`src/rtl/strm_sram_pkg.sv`:
```
package strm_sram_pkg;

   // Post-access address movement, chosen at build time
   typedef enum logic [1:0] {
      STEP_NONE = 2'd0,
      STEP_INC  = 2'd1,
      STEP_DEC  = 2'd2
   } step_e;

   // Host command encoding (decoded from host_cmd)
   typedef enum logic [1:0] {
      OP_LOAD_LO = 2'b00,
      OP_LOAD_HI = 2'b01,
      OP_READ    = 2'b10,
      OP_WRITE   = 2'b11
   } op_e;

   // Access sequencer states
   typedef enum logic [1:0] {
      SQ_IDLE  = 2'd0,
      SQ_READ  = 2'd1,
      SQ_WRITE = 2'd2,
      SQ_WREC  = 2'd3
   } seq_e;

endpackage

```
`src/rtl/strm_strobe_sync.sv`:
```
module strm_strobe_sync #(
   parameter int SYNC_STAGES = 2
) (
   input  logic clk,
   input  logic rst_n,
   input  logic strobe_i,
   output logic level_o,
   output logic rise_o
);

   if (SYNC_STAGES < 2) begin : g_bad_sync
      $error("strm_strobe_sync: SYNC_STAGES must be at least 2");
   end

   // chain[0] is the first flop; chain[SYNC_STAGES] holds the previous level
   logic [SYNC_STAGES:0] chain_q;

   always_ff @(posedge clk or negedge rst_n) begin
      if (!rst_n) chain_q <= '0;
      else        chain_q <= {chain_q[SYNC_STAGES-1:0], strobe_i};
   end

   assign level_o = chain_q[SYNC_STAGES-1];
   assign rise_o  = chain_q[SYNC_STAGES-1] & ~chain_q[SYNC_STAGES];

   // an edge pulse never lasts two cycles
   p_single_pulse_r10: assert property (@(posedge clk) disable iff (!rst_n)
      rise_o |=> !rise_o);

   // a pulse is only produced once the level is high
   p_pulse_level_r10: assert property (@(posedge clk) disable iff (!rst_n)
      rise_o |-> level_o);

endmodule

```
`src/rtl/strm_addr_reg.sv`:
```
module strm_addr_reg
   import strm_sram_pkg::*;
#(
   parameter int    AW   = 19,
   parameter int    DW   = 8,
   parameter step_e STEP = STEP_INC
) (
   input  logic          clk,
   input  logic          rst_n,
   input  logic          ld_lo_i,
   input  logic          ld_hi_i,
   input  logic          step_i,
   input  logic [DW-1:0] din_i,
   output logic [AW-1:0] addr_o
);

   localparam int HI_LSB  = DW;
   localparam int HI_MSB  = 2 * DW - 1;
   localparam int TOP_LSB = 2 * DW;

   if (AW <= 2 * DW) begin : g_bad_width
      $error("strm_addr_reg: AW must exceed two data bytes");
   end

   logic [AW-1:0] addr_q;
   logic [AW-1:0] addr_nxt;
   logic [AW-1:0] addr_step;

   // Step arithmetic chosen by build parameter
   if (STEP == STEP_INC) begin : g_inc
      assign addr_step = addr_q + AW'(1);

      // increment carries across the full register
      p_step_up_r6: assert property (@(posedge clk) disable iff (!rst_n)
         (step_i && !ld_lo_i && !ld_hi_i) |=> (addr_q - $past(addr_q)) == AW'(1));
   end else if (STEP == STEP_DEC) begin : g_dec
      assign addr_step = addr_q - AW'(1);

      // decrement borrows across the full register and wraps
      p_step_down_r7: assert property (@(posedge clk) disable iff (!rst_n)
         (step_i && !ld_lo_i && !ld_hi_i) |=> ($past(addr_q) - addr_q) == AW'(1));
   end else if (STEP == STEP_NONE) begin : g_hold
      assign addr_step = addr_q;
   end else begin : g_bad_step
      assign addr_step = addr_q;
      $error("strm_addr_reg: unsupported STEP value");
   end

   always_comb begin
      addr_nxt = addr_q;
      if (ld_lo_i) begin
         addr_nxt[DW-1:0] = din_i;
      end else if (ld_hi_i) begin
         addr_nxt[HI_MSB:HI_LSB] = din_i;
         addr_nxt[AW-1:TOP_LSB]  = '0;
      end else if (step_i) begin
         addr_nxt = addr_step;
      end
   end

   always_ff @(posedge clk or negedge rst_n) begin
      if (!rst_n) addr_q <= '0;
      else        addr_q <= addr_nxt;
   end

   assign addr_o = addr_q;

   // low load keeps every bit above the low byte
   p_low_keeps_r2: assert property (@(posedge clk) disable iff (!rst_n)
      ld_lo_i |=> (addr_q[AW-1:DW] == $past(addr_q[AW-1:DW]))
                  && (addr_q[DW-1:0] == $past(din_i)));

   // middle load clears the top bits and keeps the low byte
   p_high_clears_r3: assert property (@(posedge clk) disable iff (!rst_n)
      ld_hi_i |=> (addr_q[AW-1:TOP_LSB] == '0)
                  && (addr_q[DW-1:0] == $past(addr_q[DW-1:0])));

   // a load never coincides with a step request
   p_load_no_step_r8: assert property (@(posedge clk) disable iff (!rst_n)
      (ld_lo_i || ld_hi_i) |-> !step_i);

endmodule

```
`src/rtl/strm_access_seq.sv`:
```
module strm_access_seq
   import strm_sram_pkg::*;
#(
   parameter int DW      = 8,
   parameter int ACC_CYC = 2
) (
   input  logic          clk,
   input  logic          rst_n,
   input  logic          go_i,
   input  op_e           op_i,
   input  logic [DW-1:0] din_i,
   input  logic [DW-1:0] mem_rdata_i,
   output logic          ld_lo_o,
   output logic          ld_hi_o,
   output logic          step_o,
   output logic          ce_n_o,
   output logic          oe_n_o,
   output logic          we_n_o,
   output logic          dq_oe_o,
   output logic [DW-1:0] dq_out_o,
   output logic [DW-1:0] rdata_o
);

   localparam int CW = $clog2(ACC_CYC + 1);

   if (ACC_CYC < 1) begin : g_bad_acc
      $error("strm_access_seq: ACC_CYC must be at least 1");
   end

   seq_e          state_q, state_nxt;
   logic [CW-1:0] cnt_q;
   logic          last;
   logic          start;
   logic [DW-1:0] wdata_q;
   logic [DW-1:0] rdata_q;
   logic          ce_n_q, oe_n_q, we_n_q, dq_oe_q;

   assign last  = (cnt_q == CW'(ACC_CYC - 1));
   assign start = go_i && (state_q == SQ_IDLE);

   assign ld_lo_o = start && (op_i == OP_LOAD_LO);
   assign ld_hi_o = start && (op_i == OP_LOAD_HI);
   assign step_o  = ((state_q == SQ_READ) && last) || (state_q == SQ_WREC);

   always_comb begin
      state_nxt = state_q;
      unique case (state_q)
         SQ_IDLE: begin
            if (start && op_i == OP_READ)       state_nxt = SQ_READ;
            else if (start && op_i == OP_WRITE) state_nxt = SQ_WRITE;
         end
         SQ_READ:  if (last) state_nxt = SQ_IDLE;
         SQ_WRITE: if (last) state_nxt = SQ_WREC;
         SQ_WREC:  state_nxt = SQ_IDLE;
         default:  state_nxt = SQ_IDLE;
      endcase
   end

   always_ff @(posedge clk or negedge rst_n) begin
      if (!rst_n) begin
         state_q <= SQ_IDLE;
         cnt_q   <= '0;
         wdata_q <= '0;
         rdata_q <= '0;
         ce_n_q  <= 1'b1;
         oe_n_q  <= 1'b1;
         we_n_q  <= 1'b1;
         dq_oe_q <= 1'b0;
      end else begin
         state_q <= state_nxt;
         cnt_q   <= (state_nxt != state_q) ? '0 : cnt_q + CW'(1);
         if (start && op_i == OP_WRITE)  wdata_q <= din_i;
         if (state_q == SQ_READ && last) rdata_q <= mem_rdata_i;
         // Pin strobes are registered from the next state: glitch free
         ce_n_q  <= (state_nxt == SQ_IDLE);
         oe_n_q  <= (state_nxt != SQ_READ);
         we_n_q  <= (state_nxt != SQ_WRITE);
         dq_oe_q <= (state_nxt == SQ_WRITE) || (state_nxt == SQ_WREC);
      end
   end

   assign ce_n_o   = ce_n_q;
   assign oe_n_o   = oe_n_q;
   assign we_n_o   = we_n_q;
   assign dq_oe_o  = dq_oe_q;
   assign dq_out_o = wdata_q;
   assign rdata_o  = rdata_q;

   // read and write enables are mutually exclusive
   p_oe_we_excl_r11: assert property (@(posedge clk) disable iff (!rst_n)
      !(!oe_n_o && !we_n_o));

   // write enable only inside chip enable, with data driven
   p_we_inside_ce_r5: assert property (@(posedge clk) disable iff (!rst_n)
      !we_n_o |-> (!ce_n_o && dq_oe_o));

   // no bus contention with the SRAM output
   p_no_contend_r11: assert property (@(posedge clk) disable iff (!rst_n)
      dq_oe_o |-> oe_n_o);

   // write data is held during the whole write pulse
   p_wdata_hold_r5: assert property (@(posedge clk) disable iff (!rst_n)
      (!we_n_o && !$rose(dq_oe_o)) |-> $stable(dq_out_o));

endmodule

```
`src/rtl/strm_sram_ctrl.sv`:
```
module strm_sram_ctrl
   import strm_sram_pkg::*;
#(
   parameter int    AW          = 19,
   parameter int    DW          = 8,
   parameter int    ACC_CYC     = 2,
   parameter int    SYNC_STAGES = 2,
   parameter step_e STEP        = STEP_INC
) (
   input  logic          clk,
   input  logic          rst_n,
   input  logic [1:0]    host_cmd,
   input  logic          host_strobe,
   input  logic [DW-1:0] host_din,
   output logic [DW-1:0] host_dout,
   output logic          host_dout_en,
   output logic [AW-1:0] sram_addr,
   output logic          sram_ce_n,
   output logic          sram_oe_n,
   output logic          sram_we_n,
   input  logic [DW-1:0] sram_dq_in,
   output logic [DW-1:0] sram_dq_out,
   output logic          sram_dq_oe
);

   logic strobe_lvl, strobe_rise;
   logic ld_lo, ld_hi, step;
   op_e  op;

   assign op = op_e'(host_cmd);

   strm_strobe_sync #(
      .SYNC_STAGES (SYNC_STAGES)
   ) u_sync (
      .clk      (clk),
      .rst_n    (rst_n),
      .strobe_i (host_strobe),
      .level_o  (strobe_lvl),
      .rise_o   (strobe_rise)
   );

   strm_access_seq #(
      .DW      (DW),
      .ACC_CYC (ACC_CYC)
   ) u_seq (
      .clk         (clk),
      .rst_n       (rst_n),
      .go_i        (strobe_rise),
      .op_i        (op),
      .din_i       (host_din),
      .mem_rdata_i (sram_dq_in),
      .ld_lo_o     (ld_lo),
      .ld_hi_o     (ld_hi),
      .step_o      (step),
      .ce_n_o      (sram_ce_n),
      .oe_n_o      (sram_oe_n),
      .we_n_o      (sram_we_n),
      .dq_oe_o     (sram_dq_oe),
      .dq_out_o    (sram_dq_out),
      .rdata_o     (host_dout)
   );

   strm_addr_reg #(
      .AW   (AW),
      .DW   (DW),
      .STEP (STEP)
   ) u_addr (
      .clk     (clk),
      .rst_n   (rst_n),
      .ld_lo_i (ld_lo),
      .ld_hi_i (ld_hi),
      .step_i  (step),
      .din_i   (host_din),
      .addr_o  (sram_addr)
   );

   // Host bus is driven only for a read command with the strobe held
   assign host_dout_en = strobe_lvl && (op == OP_READ);

   // address holds while write enable is low (step lands after release)
   p_addr_hold_wr_r5: assert property (@(posedge clk) disable iff (!rst_n)
      !sram_we_n |=> $stable(sram_addr));

   // address holds while the SRAM is driving read data
   p_addr_hold_rd_r4: assert property (@(posedge clk) disable iff (!rst_n)
      (!sram_oe_n && $past(!sram_oe_n)) |-> $stable(sram_addr));

   // host bus never driven without the strobe level
   p_dout_needs_strobe_r9: assert property (@(posedge clk) disable iff (!rst_n)
      host_dout_en |-> strobe_lvl);

endmodule

```
`config.mk`:
```
export PLATFORM = sky130hd
export DESIGN_NAME = strm_sram_ctrl
export DESIGN_NICKNAME = d
export VERILOG_FILES = /design/src/rtl/strm_sram_pkg.sv /design/src/rtl/strm_strobe_sync.sv /design/src/rtl/strm_addr_reg.sv /design/src/rtl/strm_access_seq.sv /design/src/rtl/strm_sram_ctrl.sv
export SDC_FILE = /design/constraint.sdc
export NUM_CORES = 1
export LEC_CHECK = 0
export ABC_AREA = 1
export BUFFER_PORTS_ARGS = -buffer_cell sky130_fd_sc_hd__buf_2
export CORE_ASPECT_RATIO = 1.1
export CORE_MARGIN = 2
export CORE_UTILIZATION = 35
export DETAILED_ROUTE_END_ITERATION = 10
export GPL_TIMING_DRIVEN = 0
export SYNTH_ARGS = -nofsm -noshare
export SYNTH_HDL_FRONTEND = slang
export SYNTH_HIERARCHICAL = 1
export SYNTH_SLANG_ARGS = --single-unit
```
`constraint.sdc`:
```
create_clock -name clk -period 2.1 [get_ports clk]
set_clock_uncertainty 0.05 [all_clocks]
set_input_delay 0.105 -clock clk [delete_from_list [all_inputs] [get_ports clk]]
set_output_delay 0.105 -clock clk [all_outputs]
set_load 0.01 [all_outputs]
```
==> out/metrics.yaml <==
outcome:
  status: "completed"
routing:
  avgRoutedWirePerCell_um: 13.1
  wirelength_mm: 6.28
  antenna_left: 0
  drc_errors: 0
  avgViaCountPerCell: 4.79
  first_pass_iters: 4
  drtIter0Drc: 120
  vias: 2305
cts:
  cts_tree: "built"
  htree_levels: 2
  cts_sinks: 46
  clockRootBuffer: "clkbuf_8"
  cts-buffers-inserted: 5
  worstSkewPairLatency_ns: 0.30
  cts_buffer_depth: 2
  path_clk_slew_ns: 0.09
die:
  die_area_mm2: 0.00748
  floorplan.initialDensity: 0.361
  core_mm2: 0.00659
  pin_count: 61
  fp.dieW_um: 82.6
  num_rows: 31
  die_h_um: 90.5
synth:
  syn_avg_cell_area_um2: 7.73
  synthFlopType: "dfrtp_1"
  syn_area_mm2: 0.00238
  synth_area_leader_cell: "dfrtp_1"
  synth.net_count: 331
  async_flop_share: 1.00
  synth-seq-cells: 46
  synth_common_cells: "nand2_1 (113), dfrtp_1 (43), inv_1 (33)"
  yosysUniqueCellTypes: 30
  seq_area_frac_synth: 0.485
  synth-edff-count: 0
  synth_top_area_frac: 0.452
  yosys_warnings: 6
  ys_top_cells_by_area: "dfrtp_1 (45%), nand2_1 (18%), inv_1 (5.2%), nand3_1 (4.8%), nor2_1 (3.6%)"
  postSynthCellCount: 308
  synth_most_common_cell: "nand2_1"
global_route:
  grt_pass1_vias: 2088
  grt_overflow_total: 0
  grt_usage: 0.172
  grt_pass1_wl_mm: 10.0
  grt_max_degree: 47
  antenna_found_initial: 0
timing:
  max_freq_mhz: 510
  hold_violations: 0
  post-route-period-util: 0.933
  finalSetupViolCount: 0
  period_needed_ns: 1.96
  slew_headroom: 0.294
  final_max_slew_viol_count: 0
  whs_ns: 0.0282
  final.setup.tns_ns: 0
  tightest_slew_ns: 1.06
  grt_setup_unrepaired: "true"
power:
  peakVddDrop_v: 0.000424
  p_leak_uw: 0.00170
  power_density_mw_per_mm2: 1110
setup_path:
  reg2reg_depth: 10
  cp-end-kind: "flip-flop"
  rr_endpoint: "u_addr/addr_o[14]"
  ff2ff_setup_slack_ns: 0.14
  arrival_ns: 2.11
  path_max_fanout: 10
  crit_path_start_kind: "flip-flop"
  cp.required_ns: 2.25
  rr_startpoint: "u_sync/chain_q[1]"
  criticalPathCategory: "reg -> reg"
  critPathLaunch: "u_sync/chain_q[1]"
layout:
  drive_gt1_frac: 0.273
  finalNetCount: 421
  fin_cells: 481
  fin_area_mm2: 0.00311
  area_growth_pct: 30.7
  antenna_cells: 0
placed_design:
  portBuffers: 60
  dpl.cell_count: 450
  placed_area_mm2: 0.00278
  hpwl_mm: 4.44
  gp_congestion: 0.847
worst_hold_path:
  hold_path_depth: 3
  holdPathEnd: "u_seq/dq_out_o[4]"
  min_path_type: "in -> reg"
  hold_start: "host_din[4]"
flow_run:
  maxCapViolCount: 0
-- routing by layer --
layer	track usage	routed length, um	up-vias
met3	0.0290	255	10
met1	0.239	2910	1081
met4	0.0601	116	0
li1	-	-	1154
met5	0	0	-
met2	0.268	3000	60
-- critical path, cell delays in order, from the launching register on --
cell and delay, ns:
dfrtp_1 0.39, inv_1 0.06, nor2_2 0.15, nand2_1 0.14
nor3_4 0.32, inv_2 0.16, o21ai_2 0.17, buf_4 0.25
a21oi_1 0.06, nand2_1 0.06, nand2_1 0.04
-- layout by cell type, fill, tap and decap left out, drive strengths merged --
cell type / netlist / final
nand2: 115 / 115
buf: 4 / 70
dfrtp: 43 / 43
inv: 40 / 40
nor2: 33 / 33
nand3: 27 / 27
dlygate4sd3: 0 / 17
a21oi: 8 / 8
clkbuf: 0 / 6
o21ai: 6 / 6
nand4: 5 / 5
xor2: 4 / 4
o221ai: 4 / 4
o21bai: 3 / 3
dfstp: 3 / 3
clkinv: 1 / 3
nor3: 3 / 3
a22oi: 2 / 2
o22ai: 2 / 2
ha: 2 / 2
o211ai: 1 / 1
xnor2: 1 / 1
or2: 1 / 1
-- how the worst max path moves through the flow --
| stage | cells after the start | to | slack, ns |
|---|---|---|---|
| floorplan | 9 | u_addr/addr_o[14] | 0.23 |
| global placement | 9 | u_addr/addr_o[14] | -0.24 |
| detailed placement | 10 | u_addr/addr_o[14] | -0.33 |
| CTS | 8 | u_addr/addr_o[14] | 0.10 |
| global route | 10 | u_addr/addr_o[15] | -0.04 |
| finish | 10 | u_addr/addr_o[14] | 0.14 |
-- report_power, final --
group | leakage, uW | total (uW) | internal, uW | switching, uW
clock | 0.0000452 | 544 | 235 | 309
combinational | 0.00108 | 1410 | 572 | 843
sequential | 0.000580 | 1490 | 1220 | 269
-- layout make-up --
| cell class | instances | area, um2 |
|---|---|---|
| well taps | 82 | 103 |
| plain buffers | 4 | 31.3 |
| clock inverters | 2 | 13.8 |
| inverters | 41 | 155 |
| multi-input cells | 217 | 1060 |
| repair buffers | 83 | 515 |
| fillers | 682 | 3480 |
| flip-flops and latches | 46 | 1150 |
| clock buffers | 6 | 72.6 |
-- registers in the layout, indices dropped and copies added (netlist names) --
| name | flops |
|---|---|
| u_seq/state_q | 2 |
| u_sync/chain_q | 3 |
| u_seq/dq_oe_o | 1 |
| u_seq/rdata_o | 8 |
| u_seq/we_n_o | 1 |
| u_seq/cnt_q | 2 |
| u_seq/dq_out_o | 8 |
| u_seq/ce_n_o | 1 |
| u_addr/addr_o | 19 |
| u_seq/oe_n_o | 1 |
-- kinds of logic after synthesis --
group                    share of synthesized area
XOR/XNOR                                    0.0184
AO/OA/AOI/OAI                               0.0699
buffers and inverters                       0.0762
flip-flops                                   0.485
adder cells (fa/ha/maj)                     0.0105
AND/OR/NAND/NOR                              0.340
-- stage by stage --
step | power (uW) | worst slack, ns | util
3_3_place_gp | 2830 | -0.242 | 0.422
6_report | 3440 | 0.141 | 0.472
4_1_cts | 3460 | 0.105 | 0.463
2_1_floorplan | 2340 | 0.228 | -
5_1_grt | 3740 | -0.0363 | 0.472
3_5_place_dp | 2880 | -0.334 | 0.422
-- repair_timing --
action	4_1_cts	5_1_grt
pin swaps	0	1
resized for setup	2	7
hold buffers	17	0
buffers inserted	0	6
gates cloned	0	0
setup endpoints to repair	17	16
endpoints found under the hold margin	59	0
Note: power is estimated with default switching activity, not from simulation.
